`src/rtl/fce_pkg.sv`:
```
package fce_pkg;
  localparam int DW        = 32;
  localparam int BEAT_W    = DW - 2;
  localparam int DESC_WORDS = 8;
  localparam int IDX_W     = $clog2(DESC_WORDS);

  // register byte offsets
  localparam logic [3:0] OFF_CTRL = 4'h0;
  localparam logic [3:0] OFF_STAT = 4'h4;
  localparam logic [3:0] OFF_PTR  = 4'hC;

  // status bit positions
  localparam int ST_ACT  = 10;
  localparam int ST_DONE = 9;
  localparam int ST_ERR  = 5;

  // descriptor word indices
  localparam logic [IDX_W-1:0] W_LINK = 3'd0;
  localparam logic [IDX_W-1:0] W_PAT  = 3'd1;
  localparam logic [IDX_W-1:0] W_DEST = 3'd5;
  localparam logic [IDX_W-1:0] W_CNT  = 3'd6;
  localparam logic [IDX_W-1:0] W_CTL  = 3'd7;

  localparam logic [2:0] CMD_FILL = 3'd2;
  localparam int CTL_WEN = 31;

  typedef enum logic [1:0] {
    SQ_IDLE,
    SQ_FETCH,
    SQ_EVAL,
    SQ_FILL
  } seq_state_e;
endpackage

```
`src/rtl/fce_regs.sv`:
```
module fce_regs
  import fce_pkg::*;
#(
  parameter int ADDR_W = 32,
  parameter int REG_AW = 4
) (
  input  logic              clk,
  input  logic              rst,
  input  logic              reg_wr,
  input  logic              reg_rd,
  input  logic [REG_AW-1:0] reg_addr,
  input  logic [DW-1:0]     reg_wdata,
  output logic [DW-1:0]     reg_rdata,
  input  logic              busy,
  input  logic              end_p,
  input  logic              fault_p,
  output logic              start_p,
  output logic              stop_p,
  output logic [ADDR_W-1:0] first_ptr,
  output logic              err_flag,
  output logic              done_flag
);
  logic hit_ctrl, hit_stat, hit_ptr;
  logic en_q;
  logic [DW-1:0] stat_view;
  logic unused_wdata;

  assign hit_ctrl = (reg_addr == REG_AW'(OFF_CTRL));
  assign hit_stat = (reg_addr == REG_AW'(OFF_STAT));
  assign hit_ptr  = (reg_addr == REG_AW'(OFF_PTR));

  assign start_p = reg_wr & hit_ctrl &  reg_wdata[0] & ~busy;
  assign stop_p  = reg_wr & hit_ctrl & ~reg_wdata[0];

  assign unused_wdata = ^reg_wdata;

  always_comb begin
    stat_view = '0;
    stat_view[ST_ACT]  = busy;
    stat_view[ST_DONE] = done_flag | end_p;
    stat_view[ST_ERR]  = err_flag | fault_p;
  end

  always_ff @(posedge clk) begin
    if (rst) begin
      en_q      <= 1'b0;
      first_ptr <= '0;
      err_flag  <= 1'b0;
      done_flag <= 1'b0;
      reg_rdata <= '0;
    end else begin
      if (reg_wr && hit_ctrl && (!busy || !reg_wdata[0]))
        en_q <= reg_wdata[0];
      if (reg_wr && hit_ptr && !busy)
        first_ptr <= {reg_wdata[ADDR_W-1:2], 2'b00};
      if (fault_p)
        err_flag <= 1'b1;
      else if (reg_wr && hit_stat && reg_wdata[ST_ERR])
        err_flag <= 1'b0;
      if (end_p)
        done_flag <= 1'b1;
      else if (reg_wr && hit_stat && reg_wdata[ST_DONE])
        done_flag <= 1'b0;
      if (reg_rd) begin
        if (hit_ctrl)      reg_rdata <= DW'(en_q);
        else if (hit_stat) reg_rdata <= stat_view;
        else if (hit_ptr)  reg_rdata <= DW'(first_ptr);
        else               reg_rdata <= '0;
      end
    end
  end
endmodule

```
`src/rtl/fce_desc_decode.sv`:
```
module fce_desc_decode
  import fce_pkg::*;
(
  input  logic [1:0]        dest_lo,
  input  logic [DW-1:0]     cnt,
  input  logic [DW-1:0]     ctl,
  output logic              bad,
  output logic              wen,
  output logic [BEAT_W-1:0] beats
);
  logic cnt_zero, cnt_frac, dest_mis, cmd_bad;
  logic unused_ctl;

  assign cnt_zero = (cnt == '0);
  assign cnt_frac = (cnt[1:0] != 2'b00);
  assign dest_mis = (dest_lo != 2'b00);
  assign cmd_bad  = (ctl[3:1] != CMD_FILL);
  assign bad      = cnt_zero | cnt_frac | dest_mis | cmd_bad;
  assign wen      = ctl[CTL_WEN];
  assign beats    = cnt[DW-1:2];
  assign unused_ctl = ^{ctl[30:4], ctl[0]};
endmodule

```
`src/rtl/fce_seq.sv`:
```
module fce_seq
  import fce_pkg::*;
#(
  parameter int ADDR_W = 32
) (
  input  logic              clk,
  input  logic              rst,
  input  logic              start_p,
  input  logic              stop_p,
  input  logic [ADDR_W-1:0] first_ptr,
  input  logic              mem_ready,
  input  logic [DW-1:0]     mem_rdata,
  input  logic              d_bad,
  input  logic              d_wen,
  input  logic [BEAT_W-1:0] d_beats,
  output logic [ADDR_W-1:0] d_dest,
  output logic [DW-1:0]     d_cnt,
  output logic [DW-1:0]     d_ctl,
  output logic              mem_req,
  output logic              mem_we,
  output logic [ADDR_W-1:0] mem_addr,
  output logic [DW-1:0]     mem_wdata,
  output logic              busy,
  output logic              end_p,
  output logic              fault_p
);
  localparam logic [ADDR_W-1:0] STEP = ADDR_W'(4);
  localparam logic [IDX_W-1:0]  LAST = IDX_W'(DESC_WORDS - 1);

  seq_state_e state;
  logic [IDX_W-1:0]  idx;
  logic [ADDR_W-1:0] link;
  logic [DW-1:0]     pat;
  logic [BEAT_W-1:0] left;
  logic              unused_rd;

  assign unused_rd = ^mem_rdata;

  always_ff @(posedge clk) begin
    if (rst) begin
      state     <= SQ_IDLE;
      idx       <= '0;
      link      <= '0;
      pat       <= '0;
      left      <= '0;
      d_dest    <= '0;
      d_cnt     <= '0;
      d_ctl     <= '0;
      mem_req   <= 1'b0;
      mem_we    <= 1'b0;
      mem_addr  <= '0;
      mem_wdata <= '0;
      busy      <= 1'b0;
      end_p     <= 1'b0;
      fault_p   <= 1'b0;
    end else begin
      end_p   <= 1'b0;
      fault_p <= 1'b0;
      if (stop_p) begin
        state   <= SQ_IDLE;
        mem_req <= 1'b0;
        mem_we  <= 1'b0;
        busy    <= 1'b0;
      end else begin
        case (state)
          SQ_IDLE: begin
            if (start_p) begin
              busy     <= 1'b1;
              state    <= SQ_FETCH;
              mem_req  <= 1'b1;
              mem_we   <= 1'b0;
              mem_addr <= first_ptr;
              idx      <= '0;
            end
          end
          SQ_FETCH: begin
            if (mem_ready) begin
              case (idx)
                W_LINK: link   <= {mem_rdata[ADDR_W-1:2], 2'b00};
                W_PAT:  pat    <= mem_rdata;
                W_DEST: d_dest <= mem_rdata[ADDR_W-1:0];
                W_CNT:  d_cnt  <= mem_rdata;
                W_CTL:  d_ctl  <= mem_rdata;
                default: ;
              endcase
              if (idx == LAST) begin
                mem_req <= 1'b0;
                state   <= SQ_EVAL;
              end else begin
                idx      <= idx + 1'b1;
                mem_addr <= mem_addr + STEP;
              end
            end
          end
          SQ_EVAL: begin
            if (d_bad) begin
              fault_p <= 1'b1;
              end_p   <= 1'b1;
              busy    <= 1'b0;
              state   <= SQ_IDLE;
            end else if (d_wen) begin
              mem_req   <= 1'b1;
              mem_we    <= 1'b1;
              mem_addr  <= d_dest;
              mem_wdata <= pat;
              left      <= d_beats;
              state     <= SQ_FILL;
            end else if (link == '0) begin
              busy  <= 1'b0;
              end_p <= 1'b1;
              state <= SQ_IDLE;
            end else begin
              mem_req  <= 1'b1;
              mem_we   <= 1'b0;
              mem_addr <= link;
              idx      <= '0;
              state    <= SQ_FETCH;
            end
          end
          SQ_FILL: begin
            if (mem_ready) begin
              if (left == BEAT_W'(1)) begin
                mem_we <= 1'b0;
                if (link == '0) begin
                  mem_req <= 1'b0;
                  busy    <= 1'b0;
                  end_p   <= 1'b1;
                  state   <= SQ_IDLE;
                end else begin
                  mem_addr <= link;
                  idx      <= '0;
                  state    <= SQ_FETCH;
                end
              end else begin
                left     <= left - 1'b1;
                mem_addr <= mem_addr + STEP;
              end
            end
          end
          default: state <= SQ_IDLE;
        endcase
      end
    end
  end
endmodule

```
`src/rtl/fill_chain_engine.sv`:
```
module fill_chain_engine
  import fce_pkg::*;
#(
  parameter int ADDR_W = 32,
  parameter int REG_AW = 4
) (
  input  logic              clk,
  input  logic              rst,
  input  logic              reg_wr,
  input  logic              reg_rd,
  input  logic [REG_AW-1:0] reg_addr,
  input  logic [31:0]       reg_wdata,
  output logic [31:0]       reg_rdata,
  output logic              mem_req,
  output logic              mem_we,
  output logic [ADDR_W-1:0] mem_addr,
  output logic [31:0]       mem_wdata,
  input  logic [31:0]       mem_rdata,
  input  logic              mem_ready
);
  logic              busy_w, end_w, fault_w, start_w, stop_w;
  logic              err_w, done_w;
  logic [ADDR_W-1:0] ptr_w, dest_w;
  logic [DW-1:0]     cnt_w, ctl_w;
  logic              bad_w, wen_w;
  logic [BEAT_W-1:0] beats_w;

  fce_regs #(.ADDR_W(ADDR_W), .REG_AW(REG_AW)) regs_i (
    .clk(clk), .rst(rst), .reg_wr(reg_wr), .reg_rd(reg_rd),
    .reg_addr(reg_addr), .reg_wdata(reg_wdata), .reg_rdata(reg_rdata),
    .busy(busy_w), .end_p(end_w), .fault_p(fault_w),
    .start_p(start_w), .stop_p(stop_w), .first_ptr(ptr_w),
    .err_flag(err_w), .done_flag(done_w)
  );

  fce_desc_decode dec_i (
    .dest_lo(dest_w[1:0]), .cnt(cnt_w), .ctl(ctl_w),
    .bad(bad_w), .wen(wen_w), .beats(beats_w)
  );

  fce_seq #(.ADDR_W(ADDR_W)) seq_i (
    .clk(clk), .rst(rst), .start_p(start_w), .stop_p(stop_w),
    .first_ptr(ptr_w), .mem_ready(mem_ready), .mem_rdata(mem_rdata),
    .d_bad(bad_w), .d_wen(wen_w), .d_beats(beats_w),
    .d_dest(dest_w), .d_cnt(cnt_w), .d_ctl(ctl_w),
    .mem_req(mem_req), .mem_we(mem_we), .mem_addr(mem_addr),
    .mem_wdata(mem_wdata), .busy(busy_w), .end_p(end_w), .fault_p(fault_w)
  );
endmodule

```
`config.mk`:
```
export PLATFORM = sky130hd
export DESIGN_NAME = fill_chain_engine
export DESIGN_NICKNAME = d
export VERILOG_FILES = /design/src/rtl/fce_pkg.sv /design/src/rtl/fce_regs.sv /design/src/rtl/fce_desc_decode.sv /design/src/rtl/fce_seq.sv /design/src/rtl/fill_chain_engine.sv
export SDC_FILE = /design/constraint.sdc
export NUM_CORES = 1
export LEC_CHECK = 0
export ABC_AREA = 1
export BUFFER_PORTS_ARGS = -buffer_cell sky130_fd_sc_hd__buf_2
export CORE_AREA = 4 4 185 142
export CTS_CLUSTER_SIZE = 20
export DETAILED_ROUTE_END_ITERATION = 10
export DIE_AREA = 0 0 189 146
export PLACE_DENSITY_LB_ADDON = 0.2
export SETUP_SLACK_MARGIN = 0.1
export SYNTH_ARGS = -nofsm -noshare
export SYNTH_HDL_FRONTEND = slang
export SYNTH_SLANG_ARGS = --single-unit
```
`constraint.sdc`:
```
create_clock -name clk -period 2.5 [get_ports clk]
set_input_delay 0.25 -clock clk [delete_from_list [all_inputs] [get_ports clk]]
set_output_delay 0.25 -clock clk [all_outputs]
set_load 0.05 [all_outputs]
```
## Word-level counts from Yosys, hierarchy flattened

Cells that the tools add are included.

- Add/subtract/negate cells: 3
- Multipliers: 0
- Divide/modulo/power cells: 0
- Order comparisons: 0
- Equal/unequal tests: 24
- Shifts and indexed selects: 0
- Muxes and demuxes: 69
- Bitwise logic cells: 14
- Reduce and logical (&&, ||, !) cells: 36

Operators by type and width:

| kind | number |
|---|---|
| $mux 32 | 11 |
| $pmux 32 s4 | 1 |
| $mux 30 | 4 |
| $logic_not 32->1 | 2 |
| $pmux 30 s2 | 1 |
| $add 32x3->32 const B | 1 |
| $mux 1 | 31 |
| $eq 30x1->1 const B | 1 |
| $sub 30x1->30 const B | 1 |
| $mux 3 | 8 |
| $reduce_and 4->1 | 6 |
| $reduce_and 6->1 | 3 |
| $reduce_and 8->1 | 2 |
| $mux 2 | 7 |
| $ne 2x2->1 const B | 7 |
| $pmux 3 s4 | 1 |
| $reduce_and 5->1 | 2 |
| $reduce_bool 2->1 | 5 |
| $eq 3x3->1 const B | 3 |
| $ne 2x1->1 const B | 4 |
| $pmux 2 s4 | 1 |
| $logic_and 1x1->1 | 7 |
| $ne 3x2->1 const B | 2 |
| $pmux 1 s3 | 2 |
| other kinds (20) | 33 |

- Register bits: 327
- Latch bits: 0
- Bits in writable memories: 0
- ROM bits: 0
- Input bits: 73
- Output and inout port bits: 98
- Memories: 0

## Depth between registers and ports, before layout

Gate-level depths: netlist of the first run.

- Depth after elaboration: 6
- Gate-level depth with buffers: 14

## Hierarchy

From an unflattened synthesis of the first run, not the netlist that was laid out.

- Cells, all modules: 2358
- Area total of the unflattened synthesis: 15656.3 um^2

Modules (own cells, without submodules):

| module | times used | cells an instance | area an instance (um^2) |
|---|---|---|---|
| fce_seq | 1 | 1975 | 12789.8 |
| fce_regs | 1 | 319 | 2496.1 |
| fce_desc_decode | 1 | 64 | 370.4 |

## Worst setup path after synthesis of the first run

OpenSTA, ideal clock, no wires.

- Kind: register -> register
- Start point: reg seq_i.mem_addr[2]
- End point: reg seq_i.mem_addr[22]
- Library setup time: 132 ps
- Arrival time: 1966 ps
- Required time: 2368 ps
- Setup slack: 402 ps
- Stages on the path, launching flop included: 11
- Clock period less this slack: 2098 ps
- Cells stage by stage: dfxtp_1 -> ha_1 -> nand2_1 -> nor2_1 -> nand3_1 -> nor2_1 -> nand3_1 -> nand3_1 -> nand3_1 -> nand2_1 -> a21oi_1

- Word-level cells in the longest chain between the ends: 4

RTL lines:

| what | RTL line | RTL |
|---|---|---|
| start: declaration | fce_seq.sv:21 | `output logic [ADDR_W-1:0] mem_addr,` |
| start signal: assignment | fce_seq.sv:72 | `mem_addr <= first_ptr;` |
| start signal: assignment | fce_seq.sv:91 | `mem_addr <= mem_addr + STEP;` |
| start signal: assignment | fce_seq.sv:104 | `mem_addr <= d_dest;` |
| $add 32x3->32 * | fce_seq.sv:91, fce_seq.sv:136 |  |
| $mux 32 (on tied branches) | fce_seq.sv:122, fce_seq.sv:86 |  |
| $mux 32 (on tied branches) | fce_seq.sv:121, fce_seq.sv:77 |  |
| $pmux 32 s4 * | fce_seq.sv:65 | `case (state)` |

Every way passes the cells marked *; elsewhere a longest branch is shown, timed or not. The select of a mux whose other input is x is not followed.
A chain may end at the register's enable or synchronous reset.

## Final worst setup path of the first run

- Start point: reg seq_i.left[20]
- End point: reg seq_i.mem_addr[13]

- Word-level cells in the longest chain between the ends: 4

RTL lines:

| what | RTL line | RTL |
|---|---|---|
| start: declaration | fce_seq.sv:34 | `logic [BEAT_W-1:0] left;` |
| start signal: assignment | fce_seq.sv:106 | `left <= d_beats;` |
| start signal: assignment | fce_seq.sv:135 | `left <= left - 1'b1;` |
| $eq 30x1->1 | fce_seq.sv:122 | `if (left == BEAT_W'(1)) begin` |
| $mux 32 | fce_seq.sv:122 |  |
| $mux 32 | fce_seq.sv:121 | `if (mem_ready) begin` |
| $pmux 32 s4 | fce_seq.sv:65 |  |
| end signal: assignment | fce_seq.sv:72 |  |
| end signal: assignment | fce_seq.sv:130 | `mem_addr <= link;` |
| end signal: assignment | fce_seq.sv:136 | `mem_addr <= mem_addr + STEP;` |

Every way passes these cells. The select of a mux whose other input is x is not followed.

==> metrics.log, run 1 <==
[metrics] status: finished clean
[metrics] clk sink count: 298
[metrics] Worst Setup Path Type: reg2reg
[metrics] #FFs+latches synth: 298
[metrics] synthesized instance count: 2196
[metrics] buffer type at the clock tree root: clkbuf_16
[metrics] number of design-rule violations left by the first detailed-router iteration: 1358
[metrics] final setup vio count: 0
[metrics] setup slack at placement: 0.3490 ns
[metrics] wire length of the first global-routing pass: 68030 µm
[metrics] Cell Area, Synth: 14440 µm²
[metrics] post-detailed-route count of antenna-violating nets: 0
[metrics] fraction of layout cells with a size suffix above 1: 12.17%
[metrics] Final Hold Viols: 0
[metrics] largest area contributor in the netlist: dfxtp_1
[metrics] initial standard-cell utilization of the core: 58.73%
[metrics] Post-CTS Setup Repair Bufs: 0
[metrics] most common library cells after synthesis: nand2_1, dfxtp_1, a21oi_1, inv_1, o21ai_0
[metrics] Vias per Instance: 5.507
[metrics] minimum clock period: 2.154 ns
[metrics] register area share after synthesis: 41.32%
[metrics] Cell Pwr Density: 1009 nW/µm²
[metrics] number of distinct library cells after synthesis: 40
[metrics] number of antenna violations at the first check in global routing: 0
[metrics] number of pins with negative max-slew slack in the final report: 0
[metrics] cell count after placement: 2613
[metrics] Async SR Flop Fraction: 0%
[metrics] overflow left after global routing: 0
[metrics] total DRC errors in the routed layout: 0
[metrics] area of all placed cells without fillers: 16840 µm²
[metrics] Static Leakage: 7.092 nW
[metrics] FMAX: 0.4642 GHz
[metrics] number of detailed-routing iterations run before antenna repair: 5
[metrics] Core Box Area: 24590 µm²
[metrics] number of flops mapped to enable cells by yosys: 0
[metrics] I/O pin count: 171
[metrics] worst path setup slack after routing: 0.3459 ns
[metrics] Final HPWL DP: 31180 µm
[metrics] Die ar.: 27590 µm²
[metrics] final core utilization: 68.49%
[metrics] via count: 14850
[metrics] Port Buffer Count: 168
[metrics] Synthesized Nets: 2277
[metrics] RSZ-0062 raised after global routing: no
[metrics] H-tree depth: 1
[metrics] layout overhead on the synthesized area: 16.63%
[metrics] hold slack: 0.03402 ns
[metrics] Total Routed Length: 43740 µm
[metrics] final total negative setup slack: 0 ns
[metrics] Clk Latency, worst-skew pair: 0.56 ns
[metrics] CP endpoint kind: register
[metrics] Worst Hold Class: in2reg
[metrics] vertical extent of the die: 146 µm
[metrics] Gates resized, CTS repair: 0
[metrics] area fraction of the dominant cell type after synthesis: 41.32%
[metrics] arrival time of data at the critical path endpoint: 2.56 ns
[metrics] number of cells in the finished layout apart from fillers: 2697
[metrics] worst IR drop on VDD: 0.7875 mV
[metrics] clock slew at the register clock pins of the worst setup and hold paths: 0.07 ns
[metrics] last weighted congestion value of the routability-driven placer: 0.9284
[metrics] cts bufs inserted: 30
[metrics] top area cells in the synthesized netlist: dfxtp_1, nand2_1, a21oi_1
[metrics] maxcap violations: 0
[metrics] area post-placement: 15540 µm²
[metrics] Worst Max-Slew Pin Slew: 0.9318 ns
[metrics] count of standard-cell rows: 50
[metrics] Total Power Consumption: 17.00 mW
[metrics] most numerous cell in the Yosys netlist: nand2_1
[metrics] vias in the first global route: 12780
[metrics] detailed-route wire length per cell: 16.22 µm
[metrics] clock tree from TritonCTS: done
[metrics] CP required: 2.91 ns
[metrics] Tot GR Track Use: 30.00%
[metrics] largest buffer count on any clock path: 3
[metrics] Mean Syn Cell Area: 6.575 µm²
[metrics] Post-synth top flop: dfxtp_1
[metrics] Die X: 189 µm
[metrics] Slew HR: 37.88%
[metrics] fin crit share: 86.16%
[metrics] synth warn: 0
[metrics] Max FO, Critical Path: 33
[metrics] hold bufs inserted after CTS: 30
[metrics] nets: 2418
[metrics] largest net degree at the start of global routing: 77
[metrics] clock skew after layout: 0.01728 ns
[metrics] critical path startpoint category: register
cells in the final DEF (no fill, tap or decap), types with 2 or more instances in the layout:
master | Yosys | routed
nand2_1 | 435 | 435
clkbuf_1 | 91 | 6
xor2_1 | 13 | 13
buf_12 | 0 | 9
nor4_1 | 3 | 3
nor2_1 | 254 | 250
o21ai_0 | 267 | 267
nand4_1 | 14 | 14
or2_2 | 6 | 6
buf_4 | 6 | 25
nand2_2 | 4 | 4
inv_2 | 8 | 8
o21ai_1 | 5 | 5
clkbuf_8 | 0 | 7
nand3_1 | 155 | 155
nor3_1 | 9 | 9
inv_1 | 276 | 275
bufinv_16 | 0 | 2
a21oi_1 | 285 | 285
clkinv_2 | 0 | 5
buf_2 | 19 | 168
xnor2_1 | 6 | 6
dlygate4sd3_1 | 0 | 30
dfxtp_1 | 298 | 298
nor2_2 | 7 | 10
o2111ai_1 | 3 | 3
nand4_2 | 3 | 3
nor2_4 | 1 | 2
ha_1 | 8 | 8
clkbuf_16 | 0 | 31
layout make-up:
type / instances / area, µm²
Inverter: 285 / 1072
Clock buffer: 44 / 894.6
Fill cell: 2243 / 7746
Sequential cell: 298 / 5966
Timing Repair Buffer: 232 / 1509
Multi-Input combinational cell: 1490 / 6872
Antenna cell: 1 / 2.502
Tap cell: 338 / 422.9
Clock inverter: 9 / 101.3
state kept, by name, summed over array words and instances (netlist names), 3 cells and up:
name / flops
seq_i.d_cnt: 32
seq_i.d_dest: 32
seq_i.mem_addr: 32
seq_i.mem_wdata: 32
seq_i.pat: 32
regs_i.reg_rdata: 31
regs_i.first_ptr: 30
seq_i.left: 30
seq_i.link: 30
seq_i.d_ctl: 4
seq_i.idx: 3
worst max-delay path, cell delays in order, from the launching register on:
cell     delay (ns)
dfxtp_1        0.35
nor2_1         0.17
nand2_1        0.13
inv_2          0.08
nand2_1        0.04
nor2_1         0.19
nand2_2        0.13
nand2_1        0.19
nand2_2        0.06
buf_4          0.26
nand3_1        0.14
nand3_1        0.12
nand2_1        0.09
a21oi_1        0.05
final timing paths:
check,slack [ns],to,depth (start not counted),startpoint
max reg2reg,0.35,seq_i.mem_addr[13]$_SDFFE_PP0P_,13,seq_i.left[20]$_SDFFE_PP0P_
max,0.35,seq_i.mem_addr[13]$_SDFFE_PP0P_,13,seq_i.left[20]$_SDFFE_PP0P_
min reg2reg,0.44,seq_i.pat[2]$_SDFFE_PP0P_,2,seq_i.pat[2]$_SDFFE_PP0P_
min,0.03,seq_i.d_dest[0]$_SDFFE_PP0P_,3,mem_rdata[0]
logic make-up (layout without fill, tap and decap cells):
kind of cell,Yosys count,after routing,synth area share (%)
compound gates,567,567,19.90
xor+xnor,19,19,1.153
fa+ha+maj,8,8,0.6933
buf+inv,408,570,11.20
flops,298,298,41.32
other cells,1,2,0.02597
simple gates,895,895,25.71
where the power goes:
group          internal (mW)  switching (mW)
clock                   2.67            1.89
sequential              5.16           0.495
combinational           2.00            4.79
per-layer routing:
layer / up-vias / part of all wire (%) / global-route usage (%)
met5: - / 0 / 0
met3: 67 / 9.8 / 6.954
met2: 590 / 42 / 44.30
met1: 6870 / 46 / 44.82
met4: 0 / 2.0 / 6.446
li1: 7326 / - / -
(Power assumes the default switching activity.)
==> run 2: changes to the inputs <==
- CORE_AREA: 4 4 185 142 -> 4 4 194 149
- DIE_AREA: 0 0 189 146 -> 0 0 198 153
==> run 2 against run 1 <==
  * Design area grew 0.62%
  * Critical endpoint is now seq_i.mem_addr[27]$_SDFFE_PP0P_
  * Utilization fell by 5.3 points
  * Routed wire length up 1.0%
  * Highest routed layer unchanged
  * Global-route usage decreased by 2.2 points
==> metrics.log, run 2 (synthesis results as in run 1) <==
[metrics] Worst Max-Slew Pin Slew: 0.9089 ns (-0.02292 ns)
[metrics] post-detailed-route count of antenna-violating nets: 0 (unchanged)
[metrics] maxcap violations: 0 (unchanged)
[metrics] Die X: 198 µm (+4.8%)
[metrics] Final HPWL DP: 31040 µm (-0.47%)
[metrics] clock slew at the register clock pins of the worst setup and hold paths: 0.07 ns (about the same)
[metrics] RSZ-0062 raised after global routing: no
[metrics] largest buffer count on any clock path: 3 (unchanged)
[metrics] final total negative setup slack: 0 ns (unchanged)
[metrics] wire length of the first global-routing pass: 69280 µm (+1.8%)
[metrics] Vias per Instance: 5.405 (-1.9%)
[metrics] Slew HR: 39.41% (+1.5 points)
[metrics] part of the total power dissipated in the clock network: 28.5% (+1.7 points)
[metrics] detailed-route wire length per cell: 16.33 µm (+0.67%)
[metrics] Post-CTS Setup Repair Bufs: 0 (unchanged)
[metrics] critical path startpoint category: register
[metrics] worst path setup slack after routing: 0.3578 ns (+0.01186 ns)
[metrics] Max FO, Critical Path: 32 (-3.0%)
[metrics] cell family with the largest share of critical-path delay: simple AND/OR/NAND/NOR gates
[metrics] worst IR drop on VDD: 0.7043 mV (-11%)
[metrics] leading cell type in the layout, fill and taps excluded: nand2_1
[metrics] Tot GR Track Use: 27.78% (-2.2 points)
[metrics] nets: 2414 (-0.17%)
[metrics] fraction of layout cells with a size suffix above 1: 12.27% (+0.095 points)
[metrics] minimum clock period: 2.142 ns (-0.01186 ns)
[metrics] Core Box Area: 26810 µm² (+9.0%)
[metrics] CP required: 2.99 ns (+0.08 ns)
[metrics] I/O pin count: 171 (unchanged)
[metrics] R2R setup slack: 0.36 ns (about the same)
[metrics] vertical extent of the die: 153 µm (+4.8%)
[metrics] Final Hold Viols: 0 (unchanged)
[metrics] internal power: 10.19 mW (+3.7%)
[metrics] Die ar.: 30290 µm² (+9.8%)
[metrics] met1 layer usage reported by global route: 42.47% (-2.4 points)
[metrics] arrival time of data at the critical path endpoint: 2.63 ns (+0.07 ns)
[metrics] largest net degree at the start of global routing: 88 (+14%)
[metrics] via count: 14630 (-1.5%)
[metrics] logic gate share of total power: 39.0% (-0.9 points)
[metrics] overflow left after global routing: 0 (unchanged)
[metrics] number of detailed-routing iterations run before antenna repair: 7 (+2)
[metrics] most frequent cell on the critical path: nand2_1
[metrics] cells along the critical path: inv_1 > ha_1 > inv_1 > nor2_1 > nand2_1 > nor2_2 > nand2_2 > o21ai_4 > buf_4 > nand2_1 > nand3_1 > nand2_1 > a21oi_1
[metrics] status: finished clean
[metrics] number of antenna violations at the first check in global routing: 1 (+1)
[metrics] number of pins with negative max-slew slack in the final report: 0 (unchanged)
[metrics] Switching Fraction: 41.44% (-0.75 points)
[metrics] leading cell types in the layout, fill and taps excluded: nand2_1, dfxtp_1, a21oi_1, inv_1, o21ai_0
[metrics] number of cells in the finished layout apart from fillers: 2707 (+0.37%)
[metrics] clock tree from TritonCTS: done
[metrics] count of standard-cell rows: 52 (+4.0%)
[metrics] cts bufs inserted: 29 (-3.3%)
[metrics] slowest cell on the critical path: buf_4
[metrics] switching power total: 7.208 mW (+0.50%)
[metrics] Total Routed Length: 44200 µm (+1.0%)
[metrics] CP endpoint kind: register
[metrics] FMAX: 0.4668 GHz (+0.55%)
[metrics] cell count after placement: 2623 (+0.38%)
[metrics] Cell Pwr Density: 1027 nW/µm² (+1.7%)
[metrics] count of filler cells inserted in the layout: 2454 (+9.4%)
[metrics] buffer type at the clock tree root: clkbuf_16
[metrics] last weighted congestion value of the routability-driven placer: 1.012 (+9.0%)
[metrics] Worst Setup Path Type: reg2reg
[metrics] hold slack: 0.03723 ns (+0.003208 ns)
[metrics] initial standard-cell utilization of the core: 53.86% (-4.9 points)
[metrics] sequential cell area: 5966 µm² (unchanged)
[metrics] WP buf/inv: 3 (+1)
[metrics] delay contributed by the slowest stage of the critical path: 0.38 ns (+0.03 ns)
[metrics] clk sink count: 298 (unchanged)
[metrics] highest-utilization routing layer at the global route stage: met1
[metrics] final setup vio count: 0 (unchanged)
[metrics] sequential group share of total power: 32.5% (-0.8 points)
[metrics] number of design-rule violations left by the first detailed-router iteration: 1618 (+19%)
[metrics] setup slack at placement: 0.1563 ns (-0.1926 ns)
[metrics] number of antenna diodes: 0 (-1)
[metrics] layout overhead on the synthesized area: 17.35%
[metrics] fin crit share: 85.69% (-0.47 points)
[metrics] Clk Latency, worst-skew pair: 0.57 ns (about the same)
[metrics] vias in the first global route: 12950 (+1.4%)
[metrics] Port Buffer Count: 168 (unchanged)
[metrics] area of the multi-input gates: 6882 µm² (+0.15%)
[metrics] Worst Hold Class: in2reg
[metrics] met3 routing resource usage after global routing: 4.159% (-2.8 points)
[metrics] Static Leakage: 7.112 nW (+0.29%)
[metrics] total DRC errors in the routed layout: 0 (unchanged)
[metrics] global-route met2 utilization: 40.59% (-3.7 points)
[metrics] clock skew after layout: 0.01769 ns (+0.0004124 ns)
[metrics] H-tree depth: 1 (unchanged)
run 2: cell types whose count changed in the layout (fill, tap and decap cells not counted), moves of 2 or more:
cell        change
bufinv_16       +5
buf_4           -4
clkbuf_1        -4
clkinvlp_4      +4
clkbuf_8        -3
clkbuf_16       -2
run 2: final cells by class:
cell class	instances	area share (%)
clock buffer	35	4.652
clock inverter	19	1.757
inverter	285	6.328
multi-input combinational	1490	40.61
sequential	298	35.21
tap	351	2.592
timing repair buffer	229	8.847
run 2: routing by layer:
metal	up-vias	wire length [µm]
li1	7313	-
met1	6675	20350
met3	80	3960
met4	0	1215
met5	-	0
met2	564	18670
run 2: tightest hold or removal path: stages:
cell and delay, ns:
buf_2 0.13, o21ai_0 0.09, a21oi_1 0.10
run 2: repair_timing:
action,CTS,global route
resized for setup,0,2
hold buffers,30,0
hold endpoints to repair,30,0
setup endpoints to repair,0,62
run 2: power groups by stage:
| stage | logic (mW) | clock network, mW | registers, mW |
|---|---|---|---|
| after floorplan | 4.43 | 0 | 6.08 |
| after global placement | 6.48 | 0 | 5.73 |
| after detailed placement | 6.58 | 0 | 5.74 |
| after CTS | 6.67 | 5.01 | 5.64 |
| after global routing | 7.55 | 5.21 | 5.71 |
| final | 6.78 | 4.96 | 5.66 |
run 2: worst paths after layout:
check,startpoint,end,cells past startpoint
worst min register to register,seq_i.pat[13]$_SDFFE_PP0P_,seq_i.pat[13]$_SDFFE_PP0P_,2
worst min-delay path,mem_rdata[0],seq_i.pat[0]$_SDFFE_PP0P_,3
worst max register to register,seq_i.left[1]$_SDFFE_PP0P_,seq_i.mem_addr[27]$_SDFFE_PP0P_,13
worst max-delay path,seq_i.left[1]$_SDFFE_PP0P_,seq_i.mem_addr[27]$_SDFFE_PP0P_,13
run 2: stage by stage:
stage | instance area (µm²) | utilization [%] | power, mW
after floorplan | 14440 | - | 10.52
after global placement | 15550 | 58.00 | 12.20
after detailed placement | 15550 | 58.00 | 12.32
after CTS | 16930 | 63.17 | 17.32
after global routing | 16940 | 63.21 | 18.46
final | 16940 | 63.21 | 17.39
